===== src/rtl/secded_pkg.sv =====
package secded_pkg;
    localparam int CHK_W  = 3;
    localparam int CODE_W = (1 << CHK_W);
    localparam int DATA_W = CODE_W - CHK_W - 1;

    typedef logic [DATA_W-1:0] nib_t;
    typedef logic [CODE_W-1:0] code_t;
    typedef logic [CHK_W-1:0]  syn_t;

    typedef enum logic [1:0] {
        ST_CLEAN  = 2'd0,
        ST_FIXED  = 2'd1,
        ST_DOUBLE = 2'd2
    } dec_st_e;

    typedef struct packed {
        nib_t    data;
        dec_st_e st;
    } dec_res_t;

    // 1-based position of data bit j: the j-th non-power-of-two index
    function automatic int data_pos(input int j);
        int cnt;
        cnt = 0;
        for (int p = 1; p < CODE_W; p++) begin
            if ((p & (p - 1)) != 0) begin
                if (cnt == j) return p;
                cnt++;
            end
        end
        return 0;
    endfunction

    // XOR of the indices of all set positions 1..CODE_W-1
    function automatic syn_t pos_syndrome(input code_t c);
        syn_t s;
        s = '0;
        for (int p = 1; p < CODE_W; p++)
            if (c[p-1]) s ^= syn_t'(p);
        return s;
    endfunction

    function automatic code_t place_data(input nib_t d);
        code_t c;
        c = '0;
        for (int j = 0; j < DATA_W; j++)
            c[data_pos(j)-1] = d[j];
        return c;
    endfunction

    function automatic nib_t pull_data(input code_t c);
        nib_t d;
        for (int j = 0; j < DATA_W; j++)
            d[j] = c[data_pos(j)-1];
        return d;
    endfunction
endpackage


===== src/rtl/secded_enc_core.sv =====
module secded_enc_core
    import secded_pkg::*;
(
    input  logic  clk,
    input  logic  rst,
    input  logic  vld_i,
    input  nib_t  data_i,
    output logic  vld_o,
    output code_t code_o
);
    code_t with_data;
    syn_t  chk;
    code_t body;
    code_t full;

    assign with_data = place_data(data_i);
    assign chk       = pos_syndrome(with_data);

    // check bit k lives at position 2**k
    always_comb begin
        body = with_data;
        for (int k = 0; k < CHK_W; k++)
            body[(1 << k) - 1] = chk[k];
    end

    always_comb begin
        full = body;
        full[CODE_W-1] = ^body[CODE_W-2:0];
    end

    always_ff @(posedge clk) begin
        if (rst) begin
            vld_o  <= 1'b0;
            code_o <= '0;
        end else begin
            vld_o <= vld_i;
            if (vld_i) code_o <= full;
        end
    end

    AST_ENC_LAT_HI: assert property (@(posedge clk) disable iff (rst) vld_i |=> vld_o);
    AST_ENC_LAT_LO: assert property (@(posedge clk) disable iff (rst) !vld_i |=> !vld_o);
    AST_ENC_DATA: assert property (@(posedge clk) disable iff (rst)
        vld_i |=> (code_o[2] == $past(data_i[0]) && code_o[4] == $past(data_i[1]) &&
                   code_o[5] == $past(data_i[2]) && code_o[6] == $past(data_i[3])));
    AST_ENC_EVEN: assert property (@(posedge clk) disable iff (rst)
        vld_o |-> ($countones(code_o) % 2) == 0);
endmodule


===== src/rtl/secded_syn.sv =====
module secded_syn
    import secded_pkg::*;
(
    input  code_t    code_i,
    output dec_res_t res_o
);
    syn_t  syn;
    logic  par_bad;
    logic  [CODE_W-1:0] flip;

    assign syn     = pos_syndrome(code_i);
    assign par_bad = ^code_i;

    genvar k;
    generate
        for (k = 0; k < CODE_W - 1; k++) begin : g_flip
            assign flip[k] = (syn == syn_t'(k + 1));
        end
    endgenerate
    assign flip[CODE_W-1] = 1'b0;

    always_comb begin
        res_o.data = pull_data(code_i);
        res_o.st   = ST_CLEAN;
        unique case ({syn != '0, par_bad})
            2'b00: res_o.st = ST_CLEAN;
            2'b01: res_o.st = ST_FIXED;   // only the parity bit is wrong
            2'b11: begin
                res_o.st   = ST_FIXED;
                res_o.data = pull_data(code_i ^ flip);
            end
            default: res_o.st = ST_DOUBLE;
        endcase
    end
endmodule


===== src/rtl/secded_dec_stage.sv =====
module secded_dec_stage
    import secded_pkg::*;
(
    input  logic     clk,
    input  logic     rst,
    input  logic     vld_i,
    input  dec_res_t res_i,
    output logic     vld_o,
    output nib_t     data_o,
    output logic     fix_o,
    output logic     dbl_o
);
    always_ff @(posedge clk) begin
        if (rst) begin
            vld_o  <= 1'b0;
            data_o <= '0;
            fix_o  <= 1'b0;
            dbl_o  <= 1'b0;
        end else begin
            vld_o <= vld_i;
            fix_o <= vld_i && (res_i.st == ST_FIXED);
            dbl_o <= vld_i && (res_i.st == ST_DOUBLE);
            if (vld_i) data_o <= res_i.data;
        end
    end

    AST_DEC_LAT_HI: assert property (@(posedge clk) disable iff (rst) vld_i |=> vld_o);
    AST_DEC_LAT_LO: assert property (@(posedge clk) disable iff (rst) !vld_i |=> !vld_o);
    AST_FLAG_EXCL: assert property (@(posedge clk) disable iff (rst) !(fix_o && dbl_o));
    AST_FLAG_IDLE: assert property (@(posedge clk) disable iff (rst) !vld_o |-> !(fix_o || dbl_o));
endmodule


===== src/rtl/secded_codec.sv =====
module secded_codec
    import secded_pkg::*;
(
    input  logic       clk,
    input  logic       rst,
    input  logic       enc_vld_i,
    input  logic [3:0] enc_data_i,
    output logic       enc_vld_o,
    output logic [7:0] enc_code_o,
    input  logic       dec_vld_i,
    input  logic [7:0] dec_code_i,
    output logic       dec_vld_o,
    output logic [3:0] dec_data_o,
    output logic       dec_fix_o,
    output logic       dec_dbl_o
);
    dec_res_t res;

    secded_enc_core u_enc (
        .clk    (clk),
        .rst    (rst),
        .vld_i  (enc_vld_i),
        .data_i (enc_data_i),
        .vld_o  (enc_vld_o),
        .code_o (enc_code_o)
    );

    secded_syn u_syn (
        .code_i (dec_code_i),
        .res_o  (res)
    );

    secded_dec_stage u_dec (
        .clk    (clk),
        .rst    (rst),
        .vld_i  (dec_vld_i),
        .res_i  (res),
        .vld_o  (dec_vld_o),
        .data_o (dec_data_o),
        .fix_o  (dec_fix_o),
        .dbl_o  (dec_dbl_o)
    );

    // Assumes at most two flipped bits per received codeword.
    AST_EVEN_NOFIX: assert property (@(posedge clk) disable iff (rst)
        (dec_vld_i && (^dec_code_i == 1'b0)) |=> !dec_fix_o);
    AST_ODD_NODBL: assert property (@(posedge clk) disable iff (rst)
        (dec_vld_i && (^dec_code_i == 1'b1)) |=> !dec_dbl_o);
endmodule


===== config.mk =====
export PLATFORM = sky130hd
export DESIGN_NAME = secded_codec
export DESIGN_NICKNAME = d
export VERILOG_FILES = /design/src/rtl/secded_pkg.sv /design/src/rtl/secded_enc_core.sv /design/src/rtl/secded_syn.sv /design/src/rtl/secded_dec_stage.sv /design/src/rtl/secded_codec.sv
export SDC_FILE = /design/constraint.sdc
export NUM_CORES = 1
export LEC_CHECK = 0
export BUFFER_PORTS_ARGS = -buffer_cell sky130_fd_sc_hd__buf_2
export CORE_UTILIZATION = 53
export DETAILED_ROUTE_END_ITERATION = 16
export HOLD_SLACK_MARGIN = 0.03
export PLACE_DENSITY = 0.82
export SYNTH_ARGS = -nofsm -noshare
export SYNTH_HDL_FRONTEND = slang
export SYNTH_HIERARCHICAL = 1
export SYNTH_SLANG_ARGS = --single-unit

===== constraint.sdc =====
create_clock -name clk -period 4.7 [get_ports clk]
set_input_delay 0.94 -clock clk [delete_from_list [all_inputs] [get_ports clk]]
set_output_delay 0.94 -clock clk [all_outputs]
set_load 0.1 [all_outputs]

==> key figures, run 1 <==
Critical path
  • Element type at the critical path end: flip-flop
  • Worst path cell trace: buf_2, xor2_1, a21oi_1, a2111oi_2, a2bb2oi_1, mux2i_1, nor2_1
  • Data required time of the critical path: 4920 ps
  • Buf/Inv on CP: 1
  • Critical path startpoint: dec_code_i[1]
  • WP data arrival: 2580 ps
  • WS Path Type: in -> reg
  • Top delay family on crit path: compound AO/OA/AOI/OAI gates
  • Slowest stage delay, CP: 610 ps
  • RR Startpoint: u_enc/code_o[0]
  • Startpoint Class: primary input
  • Worst-path fanout max: 12
  • Slowest-stage cell, CP: xor2_1

Global route
  • Total GRT Usage: 18.00%
  • Global-route wire length before repair: 2663 µm
  • Maximum number of pins on one net before global-route repair: 15
  • Vias in the first global route: 655
  • Initial antenna violation count: 0
  • Grt ovf: 0

Die
  • Die area: between 2000 and 2500 µm²
  • Initial core utilization: between 50% and 60%
  • Chip width: 45.97 µm
  • IO Pins: 32
  • Core Area: 1764 µm²
  • Num rows: 15
  • Die Span Y: 45.97 µm

STA
  • Max Clock Skew: 0 ps
  • Max Slew Vio Count: 0
  • Worst Tran Pin Value: 725.6 ps
  • WHS: roughly 500 ps
  • RSZ-0062 raised after global routing: false
  • FMAX: 424.6 MHz
  • TNS Setup: 0 ps
  • Final setup fails: 0
  • Final hold violation count: 0
  • Max-slew headroom: 51.46%
  • Tcrit/Tclk final: 50.11%
  • Tmin final: approximately 2400 ps

Clock tree
  • Cts bufs inserted: 3
  • H-tree depth: 1
  • Setup bufs post-CTS: 0
  • CTS tree: built
  • Post_cts resized: 0
  • Post-CTS Hold Buffers: 0
  • # clock sinks: 16
  • Clk Latency, worst-skew pair: 280 ps
  • Clock transition at path regs: approximately 90 ps
  • Clk buf depth: 2
  • Root Driver: clkbuf_4

Yosys
  • Post-synth EDFFs: 0
  • Post-synthesis mux area share: between 10% and 20%
  • Complex-gate fraction of the synthesized area: between 10% and 20%
  • Synth async-reset ratio: 0%
  • Ranking of synthesized cells by area: dfxtp_1 (31%), mux2i_1 (12%), xor3_4 (5.4%)
  • Synth Cell Area: 1025 µm²
  • Largest family of logic cells by synthesized area: XOR/XNOR gates
  • Mapped Cells: 97
  • Distinct cells, synth: 35
  • Yosys top cell by area: dfxtp_1
  • Register area share after synthesis: a little under a third
  • Syn_area_per_cell: between 10 and 15 µm²
  • Main synth FF type: dfxtp_1
  • Most frequent cells after synthesis: dfxtp_1 (16), nor2_1 (13), mux2i_1 (12)
  • Top-count cell post-synth: dfxtp_1
  • Yosys reg bits: 16
  • Syn. warnings: 6
  • Post-Synth Simple-Gate Area: 16.24%
  • Syn nets: approximately 110
  • Synth Area in Adders: 0%
  • Top cell type's share of synthesized area: 31.26%
  • Synth Area in XOR/XNOR: 20.76%

Detailed routing
  • Drt first pass iters: 4
  • ANT nets after route: 0
  • Total Wirelength: 1790 µm
  • Vias per inst: 5.393
  • Wire per inst: 11.93 µm
  • Residual DRC: 0
  • Via count: 809
  • First DRT Iteration DRCs: 22

Flow run
  • Maxcap violations: 0

Worst hold path
  • Hold Path Origin: u_enc/code_o[6]
  • Min-delay worst type: reg -> reg

Power and ir drop
  • Static Leak: 0.5913 nW
  • Max VDD drop: around 0.28 mV
  • Power per cell area: 363.7 nW/µm²

Placed design
  • Area post-placement: 1145 µm²
  • Inst Count DP: about 150
  • Number of I/O port buffers: 31
  • DPL Wire Length: around 1400 µm
  • RD Place Congestion: roughly 0.75

Final layout
  • Design area: ~1200 µm²
  • # nets final: 142
  • Area grow syn2layout: 15.26%
  • Layout cells sized above 1: 37.60%
  • Final Non-Filler Cells: 150
  • Ant diodes: 0

Run status
  • Status: completed
==> sequential cells by signal, indices dropped and copies added (netlist names) <==
register and flops:
u_dec/data_o 4, u_dec/dbl_o 1, u_dec/vld_o 1, u_enc/code_o 8
u_enc/vld_o 1, u_dec/fix_o 1
==> per-layer routing <==
metal	track usage [%]	up-vias	wire [µm]
met4	3.529	0	0
met3	7.143	0	107
met1	20.98	380	776
met5	0	-	0
li1	-	398	-
met2	30.99	31	906
==> area by class of cell <==
type	count	area [µm²]
clock buffers	4	36.28
fillers	169	583.1
multi-input cells	74	638.1
flip-flops and latches	16	320.3
well taps	25	31.28
repair buffers	31	155.1
==> kinds of logic (layout without fill, tap and decap cells) <==
family | count (synthesis) | after routing
buf+inv | 7 | 35
simple gates | 31 | 31
mux | 12 | 12
xor+xnor | 13 | 13
flops | 16 | 16
compound gates | 18 | 18
==> where the power goes <==
| group | switching, mW | internal (mW) | total [mW] |
|---|---|---|---|
| Clock | 0.0403 | 0.0471 | 0.0874 |
| Sequential | 0.00444 | 0.146 | 0.151 |
| Combinational | 0.135 | 0.0565 | 0.191 |
| Total | 0.180 | 0.250 | 0.430 |
==> worst min-delay path: stages (launching register included) <==
cell     delay, ps
dfxtp_1        330
mux2i_1         60
nor2_1          80
==> layout by cell type (no fill, tap or decap), drive strengths merged, types with 2 or more instances in the layout <==
cell / Yosys / layout
buf: 6 / 31
dfxtp: 16 / 16
nor2: 13 / 13
mux2i: 12 / 12
xor2: 5 / 5
nand3: 5 / 5
xor3: 5 / 5
a21oi: 4 / 4
o21ai: 4 / 4
clkbuf: 1 / 4
nor2b: 3 / 3
xnor2: 3 / 3
or2: 3 / 3
and3b: 2 / 2
a2111oi: 2 / 2
a2bb2oi: 2 / 2
==> final timing paths <==
| path | endpoint | slack (ps) | depth (start not counted) |
|---|---|---|---|
| setup reg to reg | u_enc/code_o[0] | 4070 | 2 |
| hold / removal | u_enc/code_o[6] | 500 | 2 |
| hold reg to reg | u_enc/code_o[6] | 500 | 2 |
| setup / recovery | u_dec/data_o[1] | 2340 | 7 |
==> metrics by stage <==
stage | total power, mW | utilization (%) | setup slack (ps)
final | 0.4296 | 66.95 | 2345
after detailed placement | 0.3449 | 64.89 | 2062
after global routing | 0.4526 | 66.95 | 2195
after global placement | 0.3413 | 64.89 | 2110
after floorplan | 0.3172 | - | 2360
after CTS | 0.4325 | 66.95 | 2368
Note: power is estimated with default switching activity, not from simulation.
==> run 2, diff against run 1 <==
--- a/config.mk
+++ b/config.mk
@@ -6,10 +6,10 @@
 export NUM_CORES = 1
 export LEC_CHECK = 0
 export BUFFER_PORTS_ARGS = -buffer_cell sky130_fd_sc_hd__buf_2
-export CORE_UTILIZATION = 53
+export CORE_UTILIZATION = 50
 export DETAILED_ROUTE_END_ITERATION = 16
 export HOLD_SLACK_MARGIN = 0.03
-export PLACE_DENSITY = 0.82
+export PLACE_DENSITY = 0.78
 export SYNTH_ARGS = -nofsm -noshare
 export SYNTH_HDL_FRONTEND = slang
 export SYNTH_HIERARCHICAL = 1
==> constraint.sdc (replaced) <==
create_clock -name clk -period 2.24 [get_ports clk]
set_input_delay 0.448 -clock clk [delete_from_list [all_inputs] [get_ports clk]]
set_output_delay 0.448 -clock clk [all_outputs]
set_load 0.1 [all_outputs]
==> run 2 against run 1 <==
Hold slack worse by 43 ps. Global-route usage up 0.23 points. Sequential share of layout area up 0.26 points. Register-to-register slack worse by 2500 ps. First-iteration DRC count down 41%. Worst setup slack worse by 2000 ps. Clock-buffer cell count down 1. Non-clock buffer count unchanged. Power up 99%. Critical path depth unchanged. Critical path type unchanged. Largest cell class unchanged.
==> key figures, run 2 (synthesis results as in run 1) <==
Clock tree
  • Clk buf depth: 2
  • CTS tree: built
  • Clock transition at path regs: 70 ps
  • Setup bufs post-CTS: 0
  • Post-CTS Hold Buffers: 0
  • Clk Latency, worst-skew pair: 280 ps
  • Root Driver: clkbuf_4
  • Post_cts resized: 0
  • Cts bufs inserted: 3
  • H-tree depth: 1
  • # clock sinks: 16

Power and ir drop
  • Psw: 367.5 µW
  • Comb pwr share: 46.6%
  • Max VDD drop: 0.5314 mV
  • Clock power share: 16.4%
  • Power per cell area: 731.3 nW/µm²
  • Seq pwr share: 37.0%
  • Static Leak: 0.5841 nW
  • Post-layout power: 855.5 µW
  • P_int: 488.0 µW
  • Sw Ratio: 42.95%

Detailed routing
  • ANT nets after route: 0
  • Total Wirelength: 1708 µm
  • Wire per inst: 11.31 µm
  • Drt first pass iters: 4
  • Residual DRC: 0
  • Via count: 775
  • Vias per inst: 5.132
  • First DRT Iteration DRCs: 13

STA
  • Worst Tran Pin Value: 728.4 ps
  • Max-slew headroom: 51.27%
  • TNS Setup: 0 ps
  • RSZ-0062 raised after global routing: false
  • Max Slew Vio Count: 0
  • Tmin final: 1934 ps
  • FMAX: just over 500 MHz
  • Final hold violation count: 0
  • Final setup fails: 0
  • WHS: 459.2 ps
  • Max Clock Skew: 0 ps
  • Tcrit/Tclk final: 86.32%

Die
  • Die area: 2234 µm²
  • Initial core utilization: 52.77%
  • Die Span Y: around 47 µm
  • Chip width: between 40 and 50 µm
  • Core Area: 1942 µm²
  • Num rows: 16
  • IO Pins: 32

Final layout
  • Design area: approximately 1200 µm²
  • Biggest regs: u_enc/code_o: 8 flops, u_dec/data_o: 4 flops
  • Commonest non-fill, non-tap cells in the layout: buf_2 (31), dfxtp_1 (16), nor2_1 (13)
  • Utilization after layout: around three fifths
  • Biggest register: u_enc/code_o
  • # nets final: between 100 and 150
  • Ant diodes: 0
  • Max FFs per register: 8
  • Area grow syn2layout: 14.16%
  • Commonest non-fill, non-tap cell in the layout: buf_2
  • Layout cells sized above 1: 37.10%

Critical path
  • Worst path cell trace: buf_2, xor2_1, a21oi_1, a2111oi_2, a2bb2oi_1, mux2i_1, nor2_1
  • Critical path startpoint: dec_code_i[0]
  • WP data arrival: 2150 ps
  • Buf/Inv on CP: 1
  • Slowest-stage cell, CP: xor2_1
  • Top delay family on crit path: compound AO/OA/AOI/OAI gates
  • Worst-path fanout max: 11
  • WS Path Type: in -> reg
  • Startpoint Class: primary input
  • Data required time of the critical path: 2450 ps
  • RR Startpoint: u_dec/data_o[2]
  • Slowest stage delay, CP: 570 ps
  • Element type at the critical path end: flip-flop

Placed design
  • Number of I/O port buffers: 31
  • RD Place Congestion: 0.7558
  • Area post-placement: 1147 µm²
  • DPL Wire Length: between 1000 and 1500 µm

Worst hold path
  • Hold Path Origin: enc_data_i[0]
  • Min-delay worst type: in -> reg

Flow run
  • Maxcap violations: 0

Global route
  • Grt ovf: 0
  • Initial antenna violation count: 0
  • Maximum number of pins on one net before global-route repair: 15
  • Total GRT Usage: 18.23%
  • Global-route wire length before repair: 2787 µm
  • Vias in the first global route: around 670

Run status
  • Status: completed
[run 2: path summary, 6_finish.rpt]
path         cells past startpoint               to  slack, ps
min                              3  u_enc/code_o[2]        460
max reg2reg                      2  u_dec/data_o[2]       1610
max                              7  u_dec/data_o[2]        310
min reg2reg                      2  u_enc/code_o[7]        490
[run 2: routing by layer]
| layer | vias up | GRT usage [%] | routed length [µm] | share of wire, % |
|---|---|---|---|---|
| met4 | 0 | 8.000 | 32 | 1.9 |
| met5 | - | 0 | 0 | 0 |
| met1 | 346 | 22.25 | 782 | 46 |
| li1 | 401 | - | - | - |
| met2 | 22 | 28.22 | 803 | 47 |
| met3 | 6 | 7.308 | 90 | 5.3 |
[run 2: layout make-up]
class | instances | area, µm²
fill | 186 | 772.0
sequential | 16 | 320.3
timing repair buffer | 31 | 155.1
tap | 27 | 33.78
multi-input combinational | 74 | 638.1
clock buffer | 3 | 22.52
[run 2: power groups by stage]
stage / Clock [mW] / Combinational, mW / Sequential [mW]
after detailed placement: 0 / 0.400 / 0.323
after floorplan: 0 / 0.177 / 0.489
after global routing: 0.166 / 0.425 / 0.319
after global placement: 0 / 0.394 / 0.322
final: 0.141 / 0.399 / 0.316
after CTS: 0.151 / 0.400 / 0.317
[run 2: per-stage QoR]
step / setup WS [ps] / cells
global route: 120.6 / 151
global placement: 172.9 / 148
detailed placement: 49.43 / 148
finish: 306.3 / 151
CTS: 358.1 / 151
floorplan: 392.1 / 97
[run 2: worst reg2reg max path: cells and delay by family, from the launching register on]
| family | cells | cell delay, ps |
|---|---|---|
| flip-flops | 1 | 320 |
| multiplexers | 1 | 140 |
| AND/OR/NAND/NOR | 1 | 60 |
